[src/rtl/fpu_seg_pkg.sv]
package fpu_seg_pkg;
  parameter int unsigned WORD_W = 32;
  parameter int unsigned RES_W  = 80;
  parameter int unsigned REG_N  = 32;
  localparam int unsigned SEG_N  = 3;
  localparam int unsigned REG_AW = $clog2(REG_N);
  localparam int unsigned EXT_W  = SEG_N * WORD_W;

  typedef enum logic [1:0] {
    CLS_NONE = 2'b00,
    CLS_SGL  = 2'b01,
    CLS_DBL  = 2'b10,
    CLS_ULT  = 2'b11
  } fp_cls_e;

  typedef struct packed {
    logic                          valid;
    logic [REG_AW-1:0]             rd;
    logic [SEG_N-1:0]              need;
    logic                          misal;
    logic [SEG_N-1:0][WORD_W-1:0]  word;
  } seg_ctl_t;
endpackage

[src/rtl/fpu_seg_decode.sv]
module fpu_seg_decode
  import fpu_seg_pkg::*;
(
  input  logic              valid_i,
  input  fp_cls_e           cls_i,
  input  logic [REG_AW-1:0] rd_i,
  output seg_ctl_t          ctl_o
);
  always_comb begin
    ctl_o       = '0;
    ctl_o.valid = valid_i;
    ctl_o.rd    = rd_i;
    unique case (cls_i)
      CLS_SGL: ctl_o.need = 3'b001;
      CLS_DBL: begin
        ctl_o.need  = 3'b011;
        ctl_o.misal = rd_i[0];
      end
      CLS_ULT: begin
        ctl_o.need  = 3'b111;
        ctl_o.misal = |rd_i[1:0];
      end
      default: ctl_o.need = 3'b000;
    endcase
  end
endmodule

[src/rtl/fpu_seg_stage.sv]
module fpu_seg_stage
  import fpu_seg_pkg::*;
#(
  parameter int unsigned IDX = 0
) (
  input  logic              clk_i,
  input  logic              rst_ni,
  input  logic              hold_i,
  input  logic              kill_i,
  input  seg_ctl_t          d_i,
  input  logic [WORD_W-1:0] slice_i,
  output seg_ctl_t          q_o
);
  seg_ctl_t nxt;

  always_comb begin
    nxt           = d_i;
    nxt.valid     = d_i.valid & ~kill_i;
    nxt.word[IDX] = (d_i.valid && d_i.need[IDX]) ? slice_i : d_i.word[IDX];
  end

  always_ff @(posedge clk_i or negedge rst_ni) begin
    if (!rst_ni)      q_o <= '0;
    else if (!hold_i) q_o <= nxt;
  end

  assert_hold_frozen_R7: assert property (@(posedge clk_i) disable iff (!rst_ni)
    hold_i |=> $stable(q_o));
  assert_kill_drops_R8: assert property (@(posedge clk_i) disable iff (!rst_ni)
    (!hold_i && kill_i) |=> !q_o.valid);
  assert_unused_zero_R4: assert property (@(posedge clk_i) disable iff (!rst_ni)
    (q_o.valid && !q_o.need[IDX]) |-> (q_o.word[IDX] == '0));
endmodule

[src/rtl/fpu_seg_commit.sv]
module fpu_seg_commit
  import fpu_seg_pkg::*;
(
  input  logic                         clk_i,
  input  logic                         rst_ni,
  input  logic                         hold_i,
  input  seg_ctl_t                     d_i,
  input  logic [WORD_W-1:0]            slice_i,
  output logic [SEG_N-1:0]             we_o,
  output logic [SEG_N-1:0][REG_AW-1:0] waddr_o,
  output logic [SEG_N-1:0][WORD_W-1:0] wdata_o,
  output logic                         err_o
);
  localparam int unsigned LAST = SEG_N - 1;

  logic [SEG_N-1:0]             we_n;
  logic                         err_n;
  logic [SEG_N-1:0][REG_AW-1:0] addr_n;
  logic [SEG_N-1:0][WORD_W-1:0] data_n;

  always_comb begin
    we_n  = (d_i.valid && !d_i.misal && !hold_i) ? d_i.need : '0;
    err_n = d_i.valid && d_i.misal && !hold_i;
    data_n       = d_i.word;
    data_n[LAST] = (d_i.valid && d_i.need[LAST]) ? slice_i : d_i.word[LAST];
  end

  for (genvar k = 0; k < SEG_N; k++) begin : g_addr
    assign addr_n[k] = d_i.rd + REG_AW'(k);
  end

  always_ff @(posedge clk_i or negedge rst_ni) begin
    if (!rst_ni) begin
      we_o    <= '0;
      err_o   <= 1'b0;
      waddr_o <= '0;
      wdata_o <= '0;
    end else begin
      we_o  <= we_n;
      err_o <= err_n;
      if (!hold_i) begin
        waddr_o <= addr_n;
        wdata_o <= data_n;
      end
    end
  end

  assert_we_contig_R1: assert property (@(posedge clk_i) disable iff (!rst_ni)
    (we_o[2] |-> we_o[1]) and (we_o[1] |-> we_o[0]));
  assert_err_excl_R6: assert property (@(posedge clk_i) disable iff (!rst_ni)
    err_o |-> (we_o == '0));
  assert_dbl_even_R6: assert property (@(posedge clk_i) disable iff (!rst_ni)
    we_o[1] |-> !waddr_o[0][0]);
  assert_ult_quad_R6: assert property (@(posedge clk_i) disable iff (!rst_ni)
    we_o[2] |-> (waddr_o[0][1:0] == 2'b00));
  assert_stall_quiet_R7: assert property (@(posedge clk_i) disable iff (!rst_ni)
    hold_i |=> (we_o == '0 && !err_o));
  assert_addr_step_R2: assert property (@(posedge clk_i) disable iff (!rst_ni)
    we_o[1] |-> (waddr_o[1] == waddr_o[0] + REG_AW'(1)));
endmodule

[src/rtl/fpu_seg_wb.sv]
module fpu_seg_wb
  import fpu_seg_pkg::*;
(
  input  logic                         clk_i,
  input  logic                         rst_ni,
  input  logic                         stall_i,
  input  logic                         flush_i,
  input  logic                         ex_valid_i,
  input  logic [1:0]                   ex_cls_i,
  input  logic [REG_AW-1:0]            ex_rd_i,
  input  logic [RES_W-1:0]             fpu_res_i,
  output logic [SEG_N-1:0]             rf_we_o,
  output logic [SEG_N-1:0][REG_AW-1:0] rf_waddr_o,
  output logic [SEG_N-1:0][WORD_W-1:0] rf_wdata_o,
  output logic                         rf_err_o
);
  logic [EXT_W-1:0] res_ext;
  seg_ctl_t ex_ctl, ma_q, wb_q;

  assign res_ext = EXT_W'(fpu_res_i);

  fpu_seg_decode u_dec (
    .valid_i (ex_valid_i),
    .cls_i   (fp_cls_e'(ex_cls_i)),
    .rd_i    (ex_rd_i),
    .ctl_o   (ex_ctl)
  );

  // execute -> memory access register takes word 0
  fpu_seg_stage #(.IDX(0)) u_ma (
    .clk_i, .rst_ni,
    .hold_i  (stall_i),
    .kill_i  (flush_i),
    .d_i     (ex_ctl),
    .slice_i (res_ext[0 +: WORD_W]),
    .q_o     (ma_q)
  );

  // memory access -> writeback register takes word 1
  fpu_seg_stage #(.IDX(1)) u_wb (
    .clk_i, .rst_ni,
    .hold_i  (stall_i),
    .kill_i  (flush_i),
    .d_i     (ma_q),
    .slice_i (res_ext[WORD_W +: WORD_W]),
    .q_o     (wb_q)
  );

  // writeback takes word 2 and drives the register file
  fpu_seg_commit u_cmt (
    .clk_i, .rst_ni,
    .hold_i  (stall_i),
    .d_i     (wb_q),
    .slice_i (res_ext[2*WORD_W +: WORD_W]),
    .we_o    (rf_we_o),
    .waddr_o (rf_waddr_o),
    .wdata_o (rf_wdata_o),
    .err_o   (rf_err_o)
  );
endmodule

[config.mk]
export PLATFORM = sky130hd
export DESIGN_NAME = fpu_seg_wb
export DESIGN_NICKNAME = d
export VERILOG_FILES = /design/src/rtl/fpu_seg_pkg.sv /design/src/rtl/fpu_seg_decode.sv /design/src/rtl/fpu_seg_stage.sv /design/src/rtl/fpu_seg_commit.sv /design/src/rtl/fpu_seg_wb.sv
export SDC_FILE = /design/constraint.sdc
export NUM_CORES = 1
export LEC_CHECK = 0
export ABC_AREA = 1
export BUFFER_PORTS_ARGS = -buffer_cell sky130_fd_sc_hd__buf_2
export CORE_AREA = 2 2 118 143
export CTS_CLUSTER_DIAMETER = 100
export DETAILED_ROUTE_END_ITERATION = 16
export DIE_AREA = 0 0 120 145
export PLACE_DENSITY = 0.88
export RECOVER_POWER = 100
export SETUP_SLACK_MARGIN = 0.02
export SYNTH_ARGS = -nofsm -noshare
export SYNTH_HDL_FRONTEND = slang
export SYNTH_SLANG_ARGS = --single-unit
[constraint.sdc]
create_clock -name clk_i -period 1.2 [get_ports clk_i]
set_input_delay 0.12 -clock clk_i [delete_from_list [all_inputs] [get_ports clk_i]]
set_output_delay 0.12 -clock clk_i [all_outputs]
set_load 0.03 [all_outputs]
After elaboration in Yosys (flattened, before gate mapping)
Index checks and enable logic that the tools add are counted.

Bits in registers: 231. Latch bits: 0. Memory bits (writable): 0. Bits in read-only memories: 0. Input port bits: 92. Output and inout bits: 115. Logic and storage cells: 43. Memories kept: 0.

$add $sub $neg: 2. Multipliers: 0. Divide/modulo/power cells: 0. $lt $le $gt $ge: 0. Eq/ne operators: 3. Shifts and indexed selects: 0. Mux-type cells: 6. Bitwise logic cells: 3. Reduce and logical (&&, ||, !) cells: 10.

Operators by type and width (count): $mux 32 (2); $mux 16 (1); $pmux 3 s3 (1); $logic_and 1x1->1 (7); $add 5x1->5 const B (1); $add 5x2->5 const B (1); $eq 2x2->1 const B (2); $mux 3 (1); $and 1x1->1 (2); $eq 2x1->1 const B (1); $logic_not 1->1 (2); $pmux 1 s2 (1); $reduce_or 2->1 (1); $not 1->1 (1).

Logic depth before layout (Yosys ltp)
Gate-level depths: netlist (run 1).

Depth after elaboration: 4. Gate-level depth with buffers: 7. Gate-level depth less buffers: 6.

By module
From an unflattened synthesis (run 1), not the netlist that was laid out.

Cell total of the unflattened synthesis: 1926. Area, all modules: 15150.8 um^2.

By module, submodules not included: fpu_seg_stage (instances 2, cells each 588, area an instance 4644.5 um^2, seq. area each 2652.5 um^2); fpu_seg_commit (instances 1, cells each 639, area an instance 5058.6 um^2, seq. area each 2852.7 um^2); fpu_seg_decode (instances 1, cells each 110, area an instance 799.5 um^2, seq. area each 0.0 um^2); fpu_seg_wb (instances 1, cells each 1, area an instance 3.8 um^2, seq. area each 0.0 um^2).

Worst setup path before layout (run 1)
OpenSTA, ideal clock, no wires.

Path kind: register to register. From: register u_ma.q_o[105] (netlist name). To: register u_wb.q_o[55] (netlist name). Library setup time: 82 ps. Arrival time: 880 ps. Required time: 1118 ps. Path slack: 238 ps. Cell stages (with the launch flop): 5. Path buffers: 2. Period minus slack after synthesis: 962 ps. Path through: dfrtp_1 > buf_2 > clkbuf_1 > nand2_1 > o22ai_1.

Word-level cells in the longest chain between the ends: 2.

RTL lines: from (decl) (line fpu_seg_stage.sv:12) `output seg_ctl_t q_o`; from (signal assigned) (line fpu_seg_stage.sv:24) `else if (!hold_i) q_o <= nxt;`; $logic_and 1x1->1 (line fpu_seg_stage.sv:19) `nxt.word[IDX] = (d_i.valid && d_i.need[IDX]) ? slice_i : d_i.word[IDX];`; $mux 32 (line fpu_seg_stage.sv:19); to (signal assigned) (line fpu_seg_stage.sv:24); to (decl) (line fpu_seg_stage.sv:12).

No other way between the ends. A chain may end at the register's enable or synchronous reset.

Final worst setup path (run 1)
From: register u_cmt.wdata_o[36] (netlist name). To: output rf_wdata_o[36] (netlist name).

RTL lines: from (decl) (line fpu_seg_commit.sv:11) `output logic [SEG_N-1:0][WORD_W-1:0] wdata_o,`; from (signal assigned) (line fpu_seg_commit.sv:43) `wdata_o <= data_n;`; to (decl) (line fpu_seg_wb.sv:14) `output logic [SEG_N-1:0][WORD_W-1:0] rf_wdata_o,`.

No word-level cell between the ends.

==> results.md, run 1 <==
| Parameter | This run | Unit |
|:---|:---|:---|
| RSZ-0062 raised after global routing | true | - |
| End point of the most critical hold path | u_ma.q_o[29] | - |
| # IOs | 207 | - |
| Path class of the lowest-slack min-delay path | primary input to flop | - |
| Final standard cell utilization of the core | 75.3 | % |
| Start of the worst register-to-register path | u_ma.q_o[98] | - |
| Depth of the most critical reg-to-reg path | 3 | - |
| Synth Instances | 872 | - |
| Number of antenna violations at the first check in global routing | 1 | - |
| Flop and latch count out of synthesis | 214 | - |
| Worst hold path depth | 3 | - |
| Leading cell type in the layout, fill and taps excluded | sky130_fd_sc_hd__nand2_1 | - |
| Netlist area before placement | 8370 | µm² |
| Kind of capture point of the worst setup path | output pin | - |
| Via count of the first global-routing pass | 7569 | - |
| CP Data Required Time | 1.08 | ns |
| Die Span X | 120 | µm |
| Placement row count | 51 | - |
| Max transition margin | 60.5 | % |
| CP startpoint kind | flop | - |
| Number of max-slew violations in the final report | 0 | - |
| IR Drop Worst-Case VDD | 1.17 | mV |
| Warnings from Yosys | 0 | - |
| Maximum level of the CTS H-tree | 1 | - |
| Maximum count of clock buffers along a single path | 3 | - |
| Wire length of the first global-routing pass | 37.9 | mm |
| Wirelength, routed | 25.1 | mm |
| Register area share after synthesis | 64.0 | % |
| Insertion delay of the later-clocked pin in the worst-skew pair | 0.50 | ns |
| Type of the worst setup path | flop to output pin | - |
| GPL Wtd Cong | 0.844 | - |
| Yosys cell types | 21 | - |
| Remaining global-route overflow | 0 | - |
| HPWL after detailed placement | 12.1 | mm |
| Fraction of layout cells with a size suffix above 1 | 24.3 | % |
| Maximum net fanout on the critical path | 2 | - |
| TritonCTS clock tree | built | - |
| Crit-path max cell delay | 0.44 | ns |
| Clock Root Buffer | sky130_fd_sc_hd__clkbuf_16 | - |
| Total power density per cell area | 1510 | nW/µm² |
| Post-Synthesis Mean Instance Area | 9.60 | µm² |
| Time the final worst path needs with I/O delays and setup | 1.22 | ns |
| Die Span Y | 145 | µm |
| Crit path setup slack, layout | -0.0232 | ns |
| Overall routing resource usage | 27.2 | % |
| Drt initial violations | 756 | - |
| Area of the core | 16000 | µm² |
| Vias post-DR | 7504 | - |
| Maximum number of pins on one net before global-route repair | 93 | - |
| Critical path data arrival time | 1.10 | ns |
| Highest clock rate | 818 | MHz |
| Initial cell density of the core | 52.2 | % |
| Number of setup violations in the final report | 2 | - |
| Delay-heaviest family, CP | flip-flops | - |
| Crit path max-delay cell type | sky130_fd_sc_hd__dfrtp_1 | - |
| Leakage Power | 5.95 | nW |
| FF-to-FF setup slack | 0.06 | ns |
| Antenna Violating Nets Remaining | 0 | - |
| Accumulated negative setup slack | -0.0257 | ns |
| Clock Sink Count | 214 | - |
| DRC violation count after routing | 0 | - |
| Total CTS buffers | 21 | - |
| Wire length per cell after detailed routing | 17.7 | µm |
| Clock transition at the register clock pins on the worst setup and hold paths after CTS | 0.06 | ns |
| Total Die Area | 17400 | µm² |
| Count of buffering cells on the critical path with inverters included | 1 | - |
| Reg-to-reg endpoint | u_wb.q_o[50] | - |
| Via-to-Cell Ratio | 5.30 | - |
| Port Buffers | 190 | - |
| Final-stage net count | 1284 | - |
| Final period utilization | 102 | % |
| Hold wc startpoint | ex_valid_i | - |
| Setup skew after layout | 0.0173 | ns |
| Slew at the pin with the worst max-slew slack | 0.592 | ns |
| Number of hold-slack violations in the final timing report | 0 | - |
| Violated checks | setup timing | - |
| Result of the run | finished, violations left | - |
| First drt pass iteration count | 5 | - |
| Max-cap check violation count | 0 | - |
| Area growth from synthesis to layout | 44.2 | % |
| Chain of cells forming the critical path | buf_6 | - |
| Commonest cells after routing, fill and taps aside | sky130_fd_sc_hd__nand2_1 (268), sky130_fd_sc_hd__dfrtp_1 (214), sky130_fd_sc_hd__o21ai_0 (157), sky130_fd_sc_hd__inv_1 (98), sky130_fd_sc_hd__dlygate4sd3_1 (94) | - |
==> sequential cells by signal, indices dropped and copies added (netlist names) <==
name / flops
u_cmt.err_o: 1
u_cmt.waddr_o: 14
u_cmt.wdata_o: 80
u_cmt.we_o: 3
u_ma.q_o: 42
u_wb.q_o: 74
==> metrics by stage <==
step / setup WS [ns] / cell area [µm²] / total power, mW / hold slack, ns / std cells
detailed placement: 0.0584 / 9550 / 10.2 / 0.0418 / 1243
finish: -0.0232 / 12100 / 18.2 / 0.0413 / 1417
global placement: 0.134 / 9550 / 10.2 / 0.0423 / 1243
floorplan: 0.238 / 8420 / 9.41 / -0.176 / 887
global route: -0.0239 / 12100 / 18.9 / 0.0631 / 1417
CTS: -0.00371 / 11800 / 18.0 / 0.0106 / 1385
==> how the worst max path moves through the flow <==
stage,end,slack (ns),from,cells past startpoint
final,rf_wdata_o[36],-0.02,u_cmt.wdata_o[36],1
after CTS,rf_wdata_o[14],-0.004,u_cmt.wdata_o[14],1
after floorplan,u_wb.q_o[55],0.24,u_ma.q_o[105],4
after global routing,rf_wdata_o[36],-0.02,u_cmt.wdata_o[36],1
after global placement,u_cmt.wdata_o[76],0.13,stall_i,4
after detailed placement,u_cmt.wdata_o[77],0.06,stall_i,4
==> kinds of logic (layout without fill, tap and decap cells) <==
logic type,Yosys count,in the layout,synth area share [%]
adder cells (fa/ha/maj),2,2,0.299
other,1,17,0.0448
AND/OR/NAND/NOR,289,289,13.3
buffers and inverters,168,485,9.94
AO/OA/AOI/OAI,198,198,12.4
flip-flops,214,214,64.0
==> Yosys cell counts <==
cell	number	area share (%)
sky130_fd_sc_hd__buf_4	25	2.2
sky130_fd_sc_hd__clkbuf_1	18	0.81
sky130_fd_sc_hd__nand2_1	268	12
sky130_fd_sc_hd__nand4_1	1	0.075
sky130_fd_sc_hd__ha_1	2	0.30
sky130_fd_sc_hd__nor3_2	1	0.12
sky130_fd_sc_hd__inv_1	98	4.4
sky130_fd_sc_hd__nand3_2	1	0.12
sky130_fd_sc_hd__buf_2	14	0.84
sky130_fd_sc_hd__inv_2	1	0.045
sky130_fd_sc_hd__o21ai_2	1	0.10
sky130_fd_sc_hd__nand2_2	1	0.075
sky130_fd_sc_hd__buf_6	12	1.6
sky130_fd_sc_hd__nand3_1	9	0.54
sky130_fd_sc_hd__o21a_1	1	0.090
sky130_fd_sc_hd__o21ai_1	2	0.12
sky130_fd_sc_hd__o22ai_1	33	2.5
sky130_fd_sc_hd__o21ai_0	161	9.6
sky130_fd_sc_hd__conb_1	1	0.045
sky130_fd_sc_hd__dfrtp_1	214	64
sky130_fd_sc_hd__nor2_1	8	0.36
==> where the power goes <==
| part | switching [mW] | internal (mW) | leakage (nW) |
|---|---|---|---|
| logic | 1.66 | 1.20 | 2.72 |
| clock network | 2.82 | 4.44 | 0.371 |
| registers | 0.334 | 7.73 | 2.86 |
==> cell type report <==
cell class / count / area [µm²]
clock buffer: 25 / 561
timing repair buffer: 349 / 3080
sequential: 214 / 5360
multi-input combinational: 505 / 2240
fill: 924 / 3950
antenna: 1 / 2.50
clock inverter: 12 / 199
inverter: 99 / 374
tap: 212 / 265
==> layer usage <==
layer  GRT usage, %  share of wire [%]  vias up
li1               -                  -     3348
met1           32.3                 35     3607
met2           47.4                 52      440
met3           4.95                7.8      109
met4           12.9                5.2        0
met5              0                  0        -
==> repair_timing <==
action | in CTS | in global routing
buffers inserted | 9 | 32
resized for setup | 139 | 71
endpoints found under the hold margin | 304 | 0
setup endpoints to repair | 78 | 77
hold buffers | 96 | 0
Note: power is estimated with default switching activity, not from simulation.
==> run 2, diff against run 1 <==
--- a/config.mk
+++ b/config.mk
@@ -7,10 +7,11 @@
 export LEC_CHECK = 0
 export ABC_AREA = 1
 export BUFFER_PORTS_ARGS = -buffer_cell sky130_fd_sc_hd__buf_2
-export CORE_AREA = 2 2 118 143
+export CORE_AREA = 2 2 129 131
 export CTS_CLUSTER_DIAMETER = 100
 export DETAILED_ROUTE_END_ITERATION = 16
-export DIE_AREA = 0 0 120 145
+export DIE_AREA = 0 0 131 133
+export MAX_ROUTING_LAYER = met4
 export PLACE_DENSITY = 0.88
 export RECOVER_POWER = 100
 export SETUP_SLACK_MARGIN = 0.02
==> run 2 against run 1 <==
The run still ends with setup timing left; clock-buffer cell count grew 7; via count grew 0.73%; sequential power is essentially flat; clock skew grew 0.0027 ns; register-to-register slack lost 0.04 ns; highest routed layer unchanged; critical endpoint is now rf_wdata_o[34]; fmax shrank 1.2%; combinational power grew 1%; cell count grew 0.85%; worst hold slack lost 0.016 ns; cell area grew 0.63%; global-route usage grew 0.83 points.
==> results.md, run 2 (same netlist as run 1, synthesis figures left out) <==
| Parameter | This run | Unit |
|:---|:---|:---|
| Wire length per cell after detailed routing | 18.3 | µm |
| Crit path setup slack, layout | -0.0377 | ns |
| Max transition margin | 56.0 | % |
| GR Util met2 | 48.1 | % |
| Maximum count of clock buffers along a single path | 3 | - |
| IR Drop Worst-Case VDD | 1.50 | mV |
| Number of setup violations in the final report | 4 | - |
| Maximum number of pins on one net before global-route repair | 102 | - |
| Total power density per cell area | 1540 | nW/µm² |
| Leading cell type in the layout, fill and taps excluded | sky130_fd_sc_hd__nand2_1 | - |
| Total Die Area | 17400 | µm² |
| Largest register by flop count | u_cmt.wdata_o | - |
| Slew at the pin with the worst max-slew slack | 0.661 | ns |
| GPL Wtd Cong | 0.823 | - |
| Insertion delay of the later-clocked pin in the worst-skew pair | 0.50 | ns |
| Footprint of the flip-flops and latches | 5360 | µm² |
| Wire length of the first global-routing pass | 37.2 | mm |
| Crit-path max cell delay | 0.46 | ns |
| Accumulated negative setup slack | -0.110 | ns |
| Maximum level of the CTS H-tree | 1 | - |
| RSZ-0062 raised after global routing | true | - |
| Number of hold-slack violations in the final timing report | 0 | - |
| Via-to-Cell Ratio | 5.29 | - |
| Clock transition at the register clock pins on the worst setup and hold paths after CTS | 0.07 | ns |
| Area after DPL | 9540 | µm² |
| Worst hold path depth | 4 | - |
| Top Usage Layer GRT | met2 | - |
| Max-cap check violation count | 0 | - |
| Overall routing resource usage | 28.0 | % |
| Number of antenna violations at the first check in global routing | 3 | - |
| Die Span X | 131 | µm |
| Hold wc startpoint | stall_i | - |
| Top Registers | u_cmt.wdata_o: 80 flops, u_wb.q_o: 74 flops, u_ma.q_o: 42 flops | - |
| Area of the core | 16200 | µm² |
| Final standard cell utilization of the core | 75.1 | % |
| Worst Hold Slack | 0.0251 | ns |
| End point of the most critical hold path | u_ma.q_o[98] | - |
| Area used by multi-input combinational logic | 2240 | µm² |
| Largest register FFs | 80 | - |
| Drt initial violations | 602 | - |
| Via count of the first global-routing pass | 7495 | - |
| Fill cell count | 935 | - |
| HPWL after detailed placement | 12.3 | mm |
| Initial cell density of the core | 51.7 | % |
| Die Span Y | 133 | µm |
| Type of the worst setup path | flop to output pin | - |
| DRC violation count after routing | 0 | - |
| TritonCTS clock tree | built | - |
| Setup skew after layout | 0.0200 | ns |
| Leakage Power | 5.97 | nW |
| Reg-to-reg endpoint | u_cmt.waddr_o[8] | - |
| CP Data Required Time | 1.08 | ns |
| Clock Root Buffer | sky130_fd_sc_hd__clkbuf_16 | - |
| Placement row count | 47 | - |
| Path class of the lowest-slack min-delay path | primary input to flop | - |
| CP startpoint kind | flop | - |
| # IOs | 207 | - |
| Count of buffering cells on the critical path with inverters included | 1 | - |
| Final period utilization | 103 | % |
| Depth of the most critical reg-to-reg path | 6 | - |
| Result of the run | finished, violations left | - |
| Fraction of layout cells with a size suffix above 1 | 24.4 | % |
| FF-to-FF setup slack | 0.02 | ns |
| Maximum net fanout on the critical path | 2 | - |
| Critical path startpoint | u_cmt.wdata_o[34] | - |
| Delay-heaviest family, CP | flip-flops | - |
| Crit path max-delay cell type | sky130_fd_sc_hd__dfrtp_2 | - |
| Critical path data arrival time | 1.12 | ns |
| Total CTS buffers | 22 | - |
| Start of the worst register-to-register path | u_wb.q_o[101] | - |
| Chain of cells forming the critical path | buf_6 | - |
| Final instance area | 12100 | µm² |
| Area growth from synthesis to layout | 45.1 | % |
| Antenna Violating Nets Remaining | 0 | - |
| Highest clock rate | 808 | MHz |
| Wirelength, routed | 26.2 | mm |
| Time the final worst path needs with I/O delays and setup | 1.24 | ns |
| Kind of capture point of the worst setup path | output pin | - |
| Commonest cells after routing, fill and taps aside | sky130_fd_sc_hd__nand2_1 (268), sky130_fd_sc_hd__dfrtp_1 (212), sky130_fd_sc_hd__o21ai_0 (162), sky130_fd_sc_hd__inv_1 (98), sky130_fd_sc_hd__buf_6 (92) | - |
| First drt pass iteration count | 5 | - |
| Port Buffers | 190 | - |
| Clock Sink Count | 214 | - |
| Violated checks | setup timing | - |
| Number of max-slew violations in the final report | 0 | - |
| GR met3 Demand/Resource | 5.50 | % |
| Remaining global-route overflow | 0 | - |
| Met1 routing resource usage after global routing | 31.7 | % |
| Vias post-DR | 7559 | - |
| Final-stage net count | 1285 | - |
run 2: changes by cell type in the layout (fill, tap and decap cells not counted), moves of 4 or more:
cell                            delta
sky130_fd_sc_hd__o21ai_0           +5
sky130_fd_sc_hd__clkbuf_4          +7
sky130_fd_sc_hd__dlygate4sd3_1     -4
sky130_fd_sc_hd__o21ai_1           -4
sky130_fd_sc_hd__buf_4             -7
sky130_fd_sc_hd__clkbuf_1          +6
run 2: through the flow:
step,cells,worst slack [ns],power (mW)
4_1_cts,1390,-0.00196,18.4
6_report,1429,-0.0377,18.7
5_1_grt,1429,-0.0576,19.3
2_1_floorplan,887,0.238,9.41
3_3_place_gp,1250,0.184,10.2
3_5_place_dp,1250,0.103,10.2
run 2: area by class of cell:
cell class	instances	share of cell area (%)
tap	220	2.27
inverter	99	3.08
multi-input combinational	505	18.4
clock buffer	32	5.43
clock inverter	7	1.34
antenna	3	0.0618
timing repair buffer	349	25.3
sequential	214	44.1
run 2: worst max path at each step:
| stage | slack (ns) | depth (start not counted) | endpoint |
|---|---|---|---|
| floorplan | 0.24 | 4 | u_wb.q_o[55] |
| global placement | 0.18 | 7 | u_cmt.waddr_o[9] |
| detailed placement | 0.10 | 5 | u_ma.q_o[19] |
| CTS | -0.002 | 1 | rf_wdata_o[34] |
| global route | -0.06 | 1 | rf_wdata_o[34] |
| finish | -0.04 | 1 | rf_wdata_o[34] |
run 2: repair_timing:
item,in CTS,in global routing
gates resized for setup,130,79
hold buffers,90,0
cloned,0,0
buffers inserted,11,37
endpoints found under the setup margin,77,98
hold endpoints to repair,304,0
run 2: report_power, final:
part / switching [mW] / internal (mW)
Sequential: 0.340 / 7.73
Clock: 2.84 / 4.88
Combinational: 1.68 / 1.22
Total: 4.87 / 13.8
run 2: worst min-delay path, delay by kind of cell:
family | cells | cell delay (ns)
AND/OR/NAND/NOR | 2 | 0.13
buffers and inverters | 2 | 0.22
run 2: per-layer routing:
layer,share of wire [%],vias to the layer above
li1,-,3358
met1,36,3701
met2,53,412
met3,6.8,88
met4,4.2,0
met5,0,-
